File: src/rtl/vcu_pkg.sv
package vcu_pkg;

    typedef enum logic [1:0] {
        FK_HEAD   = 2'b00,
        FK_BODY   = 2'b01,
        FK_TAIL   = 2'b10,
        FK_SINGLE = 2'b11
    } flit_kind_e;

    typedef enum logic [1:0] {
        VS_IDLE   = 2'd0,
        VS_ROUTE  = 2'd1,
        VS_WAITVC = 2'd2,
        VS_ACTIVE = 2'd3
    } vc_state_e;

    function automatic logic kind_opens(input logic [1:0] k);
        return (k == FK_HEAD) || (k == FK_SINGLE);
    endfunction

    function automatic logic kind_closes(input logic [1:0] k);
        return (k == FK_TAIL) || (k == FK_SINGLE);
    endfunction

endpackage

File: src/rtl/vcu_flit_fifo.sv
module vcu_flit_fifo #(
    parameter int DEPTH = 4,
    parameter int FW    = 18,
    localparam int AW   = (DEPTH > 1) ? $clog2(DEPTH) : 1,
    localparam int CNTW = $clog2(DEPTH + 1)
) (
    input  logic            clk,
    input  logic            rst,
    input  logic            push,
    input  logic [FW-1:0]   wdata,
    input  logic            pop,
    output logic [FW-1:0]   head,
    output logic [CNTW-1:0] count,
    output logic            push_ok,
    output logic            push_lost
);
    logic [FW-1:0] mem [DEPTH];
    logic [AW-1:0] rd_ptr, wr_ptr;
    logic          full, empty, pop_ok;

    assign full      = (count == CNTW'(DEPTH));
    assign empty     = (count == '0);
    assign push_ok   = push && !full;
    assign push_lost = push && full;
    assign pop_ok    = pop && !empty;
    assign head      = mem[rd_ptr];

    function automatic logic [AW-1:0] wrap_inc(input logic [AW-1:0] p);
        return (p == AW'(DEPTH - 1)) ? '0 : p + AW'(1);
    endfunction

    always_ff @(posedge clk) begin
        if (rst) begin
            rd_ptr <= '0;
            wr_ptr <= '0;
            count  <= '0;
        end else begin
            if (push_ok) begin
                mem[wr_ptr] <= wdata;
                wr_ptr      <= wrap_inc(wr_ptr);
            end
            if (pop_ok) rd_ptr <= wrap_inc(rd_ptr);
            count <= count + CNTW'(push_ok) - CNTW'(pop_ok);
        end
    end

    AST_FIFO_NO_POP_EMPTY: assert property (@(posedge clk) disable iff (rst)
        pop |-> !empty);
    AST_FIFO_FULL_HOLDS: assert property (@(posedge clk) disable iff (rst)
        (full && !pop) |=> (count == CNTW'(DEPTH)));

endmodule

File: src/rtl/vcu_vc_ctrl.sv
module vcu_vc_ctrl
    import vcu_pkg::*;
#(
    parameter int PW   = 2,
    parameter int OW   = 2,
    parameter int CNTW = 3
) (
    input  logic            clk,
    input  logic            rst,
    input  logic            push_ok,
    input  logic [1:0]      push_kind,
    input  logic            rc_done,
    input  logic [PW-1:0]   rc_port,
    input  logic            va_grant,
    input  logic [OW-1:0]   va_ovc,
    input  logic            sa_grant,
    input  logic [1:0]      head_kind,
    input  logic [CNTW-1:0] count,
    output vc_state_e       state,
    output logic [PW-1:0]   route,
    output logic [OW-1:0]   ovc
);
    logic [CNTW:0] left_after;
    logic          tail_leaves;

    assign tail_leaves = (state == VS_ACTIVE) && sa_grant && kind_closes(head_kind);
    assign left_after  = {1'b0, count} - (CNTW+1)'(1) + (CNTW+1)'(push_ok);

    always_ff @(posedge clk) begin
        if (rst) begin
            state <= VS_IDLE;
            route <= '0;
            ovc   <= '0;
        end else begin
            unique case (state)
                VS_IDLE:   if (push_ok && kind_opens(push_kind)) state <= VS_ROUTE;
                VS_ROUTE:  if (rc_done) begin
                               route <= rc_port;
                               state <= VS_WAITVC;
                           end
                VS_WAITVC: if (va_grant) begin
                               ovc   <= va_ovc;
                               state <= VS_ACTIVE;
                           end
                VS_ACTIVE: if (tail_leaves)
                               state <= (left_after != '0) ? VS_ROUTE : VS_IDLE;
                default:   state <= VS_IDLE;
            endcase
        end
    end

    AST_HEAD_STARTS_ROUTE: assert property (@(posedge clk) disable iff (rst)
        (state == VS_IDLE && push_ok && kind_opens(push_kind)) |=> (state == VS_ROUTE));
    AST_ROUTE_TO_WAIT: assert property (@(posedge clk) disable iff (rst)
        (state == VS_ROUTE && rc_done) |=> (state == VS_WAITVC && route == $past(rc_port)));
    AST_GRANT_TO_ACTIVE: assert property (@(posedge clk) disable iff (rst)
        (state == VS_WAITVC && va_grant) |=> (state == VS_ACTIVE && ovc == $past(va_ovc)));
    AST_EMPTY_TAIL_IDLES: assert property (@(posedge clk) disable iff (rst)
        (tail_leaves && count == CNTW'(1) && !push_ok) |=> (state == VS_IDLE));
    AST_BODY_NO_WAKE: assert property (@(posedge clk) disable iff (rst)
        (state == VS_IDLE && !(push_ok && kind_opens(push_kind))) |=> (state == VS_IDLE));

endmodule

File: src/rtl/vcu_credit_bank.sv
module vcu_credit_bank #(
    parameter int NOVC     = 4,
    parameter int CRED_MAX = 4,
    localparam int CW      = $clog2(CRED_MAX + 1)
) (
    input  logic            clk,
    input  logic            rst,
    input  logic [NOVC-1:0] inc,
    input  logic [NOVC-1:0] dec,
    output logic [NOVC-1:0] has_credit
);
    logic [CW-1:0] cnt [NOVC];

    for (genvar o = 0; o < NOVC; o++) begin : g_cnt
        always_ff @(posedge clk) begin
            if (rst)                   cnt[o] <= CW'(CRED_MAX);
            else if (inc[o] && !dec[o]) cnt[o] <= cnt[o] + CW'(1);
            else if (dec[o] && !inc[o]) cnt[o] <= cnt[o] - CW'(1);
        end
        assign has_credit[o] = (cnt[o] != '0);

        AST_CREDIT_HOLD: assert property (@(posedge clk) disable iff (rst)
            (inc[o] && dec[o]) |=> (cnt[o] == $past(cnt[o])));
        AST_CREDIT_NO_UNDERFLOW: assert property (@(posedge clk) disable iff (rst)
            dec[o] |-> (cnt[o] != '0));
        AST_CREDIT_BOUND: assert property (@(posedge clk) disable iff (rst)
            cnt[o] <= CW'(CRED_MAX));
    end

endmodule

File: src/rtl/vcu_input_unit.sv
module vcu_input_unit
    import vcu_pkg::*;
#(
    parameter int NVC      = 2,
    parameter int DEPTH    = 4,
    parameter int DW       = 16,
    parameter int NPORT    = 4,
    parameter int NOVC     = 4,
    parameter int CRED_MAX = 4,
    localparam int VCW     = (NVC > 1) ? $clog2(NVC) : 1,
    localparam int PW      = (NPORT > 1) ? $clog2(NPORT) : 1,
    localparam int OW      = (NOVC > 1) ? $clog2(NOVC) : 1
) (
    input  logic            clk,
    input  logic            rst,
    input  logic            in_valid,
    input  logic [VCW-1:0]  in_vc,
    input  logic [1:0]      in_kind,
    input  logic [DW-1:0]   in_data,
    output logic [NVC-1:0]  rc_req,
    input  logic [NVC-1:0]  rc_done,
    input  logic [PW-1:0]   rc_port,
    output logic [NVC-1:0]  va_req,
    input  logic [NVC-1:0]  va_grant,
    input  logic [OW-1:0]   va_ovc,
    output logic [NVC-1:0]  sa_bid,
    input  logic [NVC-1:0]  sa_grant,
    input  logic            cr_valid,
    input  logic [OW-1:0]   cr_ovc,
    output logic            out_valid,
    output logic [1:0]      out_kind,
    output logic [DW-1:0]   out_data,
    output logic [PW-1:0]   out_port,
    output logic [OW-1:0]   out_ovc,
    output logic            overflow
);
    localparam int FW   = 2 + DW;
    localparam int CNTW = $clog2(DEPTH + 1);

    vc_state_e       st       [NVC];
    logic [PW-1:0]   route    [NVC];
    logic [OW-1:0]   ovc      [NVC];
    logic [FW-1:0]   head     [NVC];
    logic [CNTW-1:0] count    [NVC];
    logic [NVC-1:0]  push, push_ok, push_lost, pop;
    logic [NOVC-1:0] cr_inc, cr_dec, has_credit;

    for (genvar v = 0; v < NVC; v++) begin : g_vc
        assign push[v] = in_valid && (in_vc == VCW'(v));
        assign pop[v]  = sa_grant[v] && sa_bid[v];

        vcu_flit_fifo #(.DEPTH(DEPTH), .FW(FW)) u_fifo (
            .clk(clk), .rst(rst),
            .push(push[v]), .wdata({in_kind, in_data}),
            .pop(pop[v]), .head(head[v]), .count(count[v]),
            .push_ok(push_ok[v]), .push_lost(push_lost[v])
        );

        vcu_vc_ctrl #(.PW(PW), .OW(OW), .CNTW(CNTW)) u_ctrl (
            .clk(clk), .rst(rst),
            .push_ok(push_ok[v]), .push_kind(in_kind),
            .rc_done(rc_done[v]), .rc_port(rc_port),
            .va_grant(va_grant[v]), .va_ovc(va_ovc),
            .sa_grant(pop[v]), .head_kind(head[v][FW-1 -: 2]),
            .count(count[v]),
            .state(st[v]), .route(route[v]), .ovc(ovc[v])
        );

        assign rc_req[v] = (st[v] == VS_ROUTE);
        assign va_req[v] = (st[v] == VS_WAITVC);
        assign sa_bid[v] = (st[v] == VS_ACTIVE) && (count[v] != '0) && has_credit[ovc[v]];
    end

    always_comb begin
        cr_inc = '0;
        cr_dec = '0;
        if (cr_valid) cr_inc[cr_ovc] = 1'b1;
        for (int v = 0; v < NVC; v++)
            if (pop[v]) cr_dec[ovc[v]] = 1'b1;
    end

    vcu_credit_bank #(.NOVC(NOVC), .CRED_MAX(CRED_MAX)) u_credits (
        .clk(clk), .rst(rst),
        .inc(cr_inc), .dec(cr_dec), .has_credit(has_credit)
    );

    always_comb begin
        out_valid = 1'b0;
        out_kind  = '0;
        out_data  = '0;
        out_port  = '0;
        out_ovc   = '0;
        for (int v = 0; v < NVC; v++) begin
            if (pop[v]) begin
                out_valid = 1'b1;
                {out_kind, out_data} = head[v];
                out_port = route[v];
                out_ovc  = ovc[v];
            end
        end
    end

    always_ff @(posedge clk) begin
        if (rst)               overflow <= 1'b0;
        else if (|push_lost)   overflow <= 1'b1;
    end

    AST_ONE_SWITCH_GRANT: assert property (@(posedge clk) disable iff (rst)
        $onehot0(sa_grant));
    AST_GRANT_FOLLOWS_BID: assert property (@(posedge clk) disable iff (rst)
        out_valid |-> $countones(sa_grant & sa_bid) == 1);
    AST_OVERFLOW_STICKY: assert property (@(posedge clk) disable iff (rst)
        overflow |=> overflow);

endmodule

File: config.mk
export PLATFORM = sky130hd
export DESIGN_NAME = vcu_input_unit
export DESIGN_NICKNAME = d
export VERILOG_FILES = /design/src/rtl/vcu_pkg.sv /design/src/rtl/vcu_flit_fifo.sv /design/src/rtl/vcu_vc_ctrl.sv /design/src/rtl/vcu_credit_bank.sv /design/src/rtl/vcu_input_unit.sv
export SDC_FILE = /design/constraint.sdc
export NUM_CORES = 1
export LEC_CHECK = 0
export BUFFER_PORTS_ARGS = -buffer_cell sky130_fd_sc_hd__buf_4
export CORE_MARGIN = 5
export CORE_UTILIZATION = 42
export DETAILED_ROUTE_END_ITERATION = 16
export PLACE_DENSITY_LB_ADDON = 0.12
export SKIP_LAST_GASP = 1
export SYNTH_ARGS = -nofsm -noshare
export SYNTH_HDL_FRONTEND = slang
export SYNTH_SLANG_ARGS = --single-unit
File: constraint.sdc
create_clock -name clk -period 2.8 [get_ports clk]
set_input_delay 0.56 -clock clk [delete_from_list [all_inputs] [get_ports clk]]
set_output_delay 0.56 -clock clk [all_outputs]
set_load 0.03 [all_outputs]
Yosys cells after proc, flatten, opt, wreduce, memory -nomap -nowiden
Memory sizes are Yosys's and may differ from the RTL's. A register that Yosys moved wholly into a read port is not among the register bits.
Index checks and enable logic that the tools add are counted.
- flip-flop bits (word level): 27
- memory bits (writable): 156
- output and inout bits: 30
- logic and storage cells: 230
- memories kept: 3
- memory list (name ; depth ; bits a word ; rd ports ; clocked after memory_dff ; wr ports ; line ; text):
    g_vc[0].u_fifo.mem ; 4 ; 18 ; 1 ; 1 ; 1 ; vcu_flit_fifo.sv:17 ; logic [FW-1:0] mem [DEPTH];
    g_vc[1].u_fifo.mem ; 4 ; 18 ; 1 ; 1 ; 1 ; vcu_flit_fifo.sv:17 ;
    u_credits.cnt ; 4 ; 3 ; 4 ; 0 ; 4 ; vcu_credit_bank.sv:12 ; logic [CW-1:0] cnt [NOVC];
- add/subtract/negate cells: 20
- order comparisons: 6
- eq/ne operators: 25
- multiplexer cells: 87
- bitwise gates (word level): 10
- reduce and logical (&&, ||, !) cells: 66
- operators with widths (operator ; count):
    $mux 1 ; 45
    $mux 2 ; 22
    $mux 16 ; 2
    $logic_and 1x1->1 ; 31
    $eq 2x2->1 const B ; 13
    $mux 3 ; 8
    $reduce_bool 3->1 ; 6
    $ne 2x1->1 const B ; 8
    $pmux 2 s4 ; 2
    $add 3x1->3 const B ; 4
    $logic_not 1->1 ; 12
    $mux 4 ; 3
    $sub 3x1->3 const B ; 4
    $lt 2x3->1 const B ; 3
    $add 2x1->2 const B ; 4
    $add 4x1->4 ; 2
    $or 1x1->1 ; 8
    $reduce_and 2->1 ; 4
    $reduce_and 4->1 ; 2
    $reduce_bool 4->1 ; 2
    $sub 3x1->4 const B ; 2
    $add 3x1->3 ; 2
    $demux 1 s2 ; 3
    $eq 3x3->1 const B ; 2
    10 further kinds ; 20

Logic depth before layout (Yosys ltp)
An unclocked memory read counts as a cell.
- word-level depth: 16
- mapped depth: 14
- gate-level depth less buffers: 13

Hierarchy
A second synthesis with hierarchy kept.
- cell total of the unflattened synthesis: 556
- area, all modules: 8560.7 sq um
- by module, submodules not included (module ; instances ; cells an instance ; area an instance (sq um) ; seq. area each (sq um)):
    vcu_flit_fifo ; 2 ; 145 ; 3090.5 ; 2342.2
    vcu_credit_bank ; 1 ; 79 ; 858.3 ; 360.3
    vcu_vc_ctrl ; 2 ; 50 ; 400.4 ; 120.1
    vcu_input_unit ; 1 ; 87 ; 720.7 ; 20.0

Least setup slack after synthesis
No wires, ideal clock.
- path type: register to register
- from: memory u_credits.cnt[1][3] (netlist bit)
- to: register g_vc[1].u_fifo.count[1]
- library setup time: 0.128 ns
- arrival time: 2.774 ns
- slack: -0.102 ns
- stages on the path, launching flop included: 14
- path buffers: 2
- path through: edfxtp_1 > inv_1 > ha_1 > ha_1 > and3_2 > a2111oi_4 > and3_4 > buf_12 > clkbuf_8 > ha_1 > inv_1 > ha_1 > fa_1 > nor2b_1
- RTL lines (element ; line ; text):
    from (decl) ; vcu_credit_bank.sv:12 ;
    to (signal assigned) ; vcu_flit_fifo.sv:43 ; count <= count + CNTW'(push_ok) - CNTW'(pop_ok);
    to (decl) ; vcu_flit_fifo.sv:13 ; output logic [CNTW-1:0] count,

==> results.yml <==
outcome:
  status: "finished, violations left"
  violations: "negative setup slack"
setup_path:
  required_ps: 2240
  crit_chain: "inv_2, ha_4, ha_4, and3_4, a2111oi_4, and3_4, nor2_4, buf_12, a22o_4, buf_6"
  crit_fanout: 9
  r2r_slack_ps: -70
  cp_slowest_stage_delay_ps: 370
  cpMaxStageDelayCell: "edfxtp_1"
  criticalPathCategory: "flip-flop to output port"
  r2r_start: "u_credits.cnt[1][3]"
  arrival_ps: 2460
  cp_num_buf_inv: 3
  crit_family: "simple AND/OR/NAND/NOR gates"
  cp.depth: 10
  reg2reg_depth: 15
  start_kind: "flip-flop"
  worstReg2RegEnd: "g_vc[1].u_fifo.count[1]"
  end_kind: "output port"
drt:
  viasPerCell: 5.252
  dr_total_vias: 4932
  drc_errors: 0
  avgRoutedWirePerCell_um: 19.67
  drt-initial-drc-count: 255
  drt_wl_total_um: 18470
  antenna_left: 0
  dr.pass1.iters: 4
power_and_ir_drop:
  p_per_area_nw_per_um2: 582.5
  vdd_drop_max_uv: 438.1
  p_leak_nw: 3.850
sta:
  fmax_ghz: 0.3313
  fin_crit_ps: 3019
  tightest_slew_ps: 704.8
  setup_slack_ps: -218.9
  setup_violations: 25
  whs_ps: 356.5
  hold_viol_final: 0
  timing.slew.headroom_pct: 52.61
  rsz0062_at_grt: "yes"
  period_share_pct: 107.8
  drv_slew: 0
  finalClockSkew_ps: 16.18
logic_synthesis:
  synth_flop_cell: "edfxtp_1"
  synth.top_cells.by_area: "edfxtp_1 55%, mux4_1 8.6%, dfxtp_1 7.3%, ha_1 5.9%, mux4_2 2.1%"
  syn_nets: 617
  yosysSeqAreaShare_pct: 62.07
  synth_top_family_by_area: "multiplexers"
  netlist.area_leader.share_pct: 54.81
  synth_top_area_cell: "edfxtp_1"
  ys_types: 61
  synth_xor_area_share_pct: 0.9223
  synth.cell_area_sq_um: 8547
  synth-compound-area-share_pct: 5.768
  synth_cells: 539
  synthSimpleGateAreaFrac_pct: 7.905
  postSynthAreaPerCell_sq_um: 15.86
  yosys-mux-area-fraction_pct: 12.75
  async_reset_ff_share_pct: 0
  synth_edf_count: 156
  synthAdderAreaFrac_pct: 6.558
  ys_ff_latch: 187
  ys_warn_count: 0
cts:
  hold_buffers: 0
  cts_max_path_buffers: 2
  path_clk_slew_ps: 80
  htreeDepth: 4
  clock-root-buffer: "clkbuf_16"
  cts_made_buffers: 17
  cts.sinks: 187
  clock_latency_ps: 430
  cts_tree: "built"
die:
  die_h_um: 152.7
  die_x_um: 152.7
  pin_count: 65
  rows: 52
  dieArea_sq_um: 23300
  start_util_pct: 42.51
  core-area_sq_um: 20100
finish:
  fill_cells: 1648
  area.sequential_sq_um: 5305
  areaGrowthSynthToFinish_pct: 23.38
  drive_gt1_share_pct: 30.49
  multi_input_area_sq_um: 3089
  diodes: 0
  fin_nets: 734
global_routing:
  grt_pass1_wl_um: 28800
  antenna_found_initial: 0
  grt_max_degree: 29
  grt_overflow: 0
  first_global_vias: 5142
  track_usage_pct: 16.08
min_path:
  hold_class: "primary input to flip-flop"
  min_from: "in_data[14]"
  min_path_cells: 1
  min_to: "g_vc[1].u_fifo.mem[1][14]"
placed_design:
  gp_congestion: 0.7710
  dpl.hpwl_um: 11670
  preCtsSetupSlack_ps: -67.99
  io_buffer_count: 64
job:
  cap_violations: 0
metrics by stage:
stage / TNS (ps) / power (mW) / util, % / cells / instance area [sq um]
final: -4289 / 6.143 / 52.45 / 939 / 10550
after global routing: -7388 / 6.406 / 52.45 / 939 / 10550
after CTS: -7669 / 6.196 / 51.89 / 935 / 10430
after detailed placement: -151.9 / 3.808 / 47.06 / 888 / 9460
after global placement: -12.31 / 3.780 / 47.06 / 888 / 9460
after floorplan: 0 / 3.582 / - / 539 / 8556
state kept, by name, summed over array words and instances, names as in the netlist, named ones only:
name,count
g_vc.u_ctrl.ovc,4
g_vc.u_ctrl.route,4
g_vc.u_ctrl.state,4
g_vc.u_fifo.count,6
g_vc.u_fifo.mem,144
g_vc.u_fifo.rd_ptr,4
g_vc.u_fifo.wr_ptr,4
overflow,1
u_credits.cnt,12
cell families (layout without fill, tap and decap cells):
logic type / after synthesis / in the layout
AO/OA/AOI/OAI: 66 / 66
multiplexers: 53 / 53
AND/OR/NAND/NOR: 123 / 123
XOR/XNOR: 9 / 9
adder cells (fa/ha/maj): 43 / 43
buffers and inverters: 58 / 188
flip-flops: 187 / 187
Yosys cell counts (all sizes together), types with 3 or more instances:
library cell / number
edfxtp: 156
ha: 40
inv: 38
mux4: 36
dfxtp: 31
nand2: 30
a21oi: 22
a22o: 21
nor2: 18
nand3: 17
mux2i: 14
and2: 11
buf: 10
clkbuf: 10
o21ai: 8
nor2b: 7
or3: 7
xnor2: 7
and3: 6
nand4: 5
nor4: 5
nand2b: 4
fa: 3
mux2: 3
nand3b: 3
nor3: 3
where the power goes:
part | total [mW] | internal (mW) | switching (mW)
clock network | 2.37 | 1.20 | 1.16
registers | 3.15 | 3.09 | 0.0601
logic | 0.626 | 0.276 | 0.350
routing by layer:
| layer | GRT usage [%] | up-vias | share of wire, % |
|---|---|---|---|
| met5 | 0 | - | 0 |
| met2 | 28.70 | 90 | 52 |
| met4 | 3.946 | 0 | 0.94 |
| met1 | 20.10 | 2500 | 43 |
| li1 | - | 2330 | - |
| met3 | 3.323 | 12 | 3.7 |
how the worst max path moves through the flow:
stage,slack [ps],startpoint,end
floorplan,1,u_credits.cnt[1][3],g_vc[1].u_fifo.count[1]
global placement,-10,u_credits.cnt[1][3],out_data[8]
detailed placement,-70,u_credits.cnt[0][3],u_credits.cnt[1][2]
CTS,-360,u_credits.cnt[1][3],out_data[8]
global route,-350,u_credits.cnt[1][4],out_data[10]
finish,-220,u_credits.cnt[1][3],out_data[6]
what timing repair did:
action,in CTS,in global routing
endpoints found under the setup margin,25,39
gates resized for setup,54,20
buffers inserted,14,4
hold endpoints to repair,0,0
pin swaps,22,15
cloned,2,0
layout make-up:
class,count,share of cell area [%]
Tap cell,270,3.204
Clock buffer,17,4.034
Inverter,38,1.353
Multi-Input combinational cell,294,29.30
Clock inverter,15,1.590
Sequential cell,187,50.31
Timing Repair Buffer,118,10.22
placed cells by master, fill, tap and decap left out, types with 3 or more instances in the layout:
| cell type | synthesis | routed |
|---|---|---|
| nand3b_1 | 3 | 3 |
| nor2_1 | 16 | 16 |
| or3_1 | 6 | 6 |
| and2_1 | 10 | 10 |
| buf_4 | 1 | 83 |
| mux4_1 | 28 | 28 |
| mux2i_1 | 14 | 12 |
| inv_6 | 0 | 4 |
| and3_1 | 4 | 4 |
| clkinv_8 | 0 | 4 |
| nand4_1 | 5 | 5 |
| nor4_1 | 5 | 5 |
| ha_4 | 0 | 7 |
| nor2b_1 | 7 | 7 |
| edfxtp_1 | 156 | 156 |
| inv_8 | 0 | 3 |
| xnor2_1 | 7 | 6 |
| a22o_4 | 0 | 3 |
| mux4_2 | 8 | 8 |
| a22o_1 | 20 | 17 |
| buf_12 | 1 | 3 |
| dfxtp_1 | 31 | 31 |
| inv_1 | 38 | 34 |
| nand3_1 | 17 | 16 |
| a21oi_1 | 20 | 20 |
| ha_1 | 40 | 32 |
| inv_2 | 0 | 4 |
| buf_6 | 6 | 29 |
| clkbuf_16 | 0 | 18 |
| nand2_1 | 30 | 28 |
| o21ai_0 | 8 | 5 |
No activity file was read; power rests on OpenSTA's default activity.
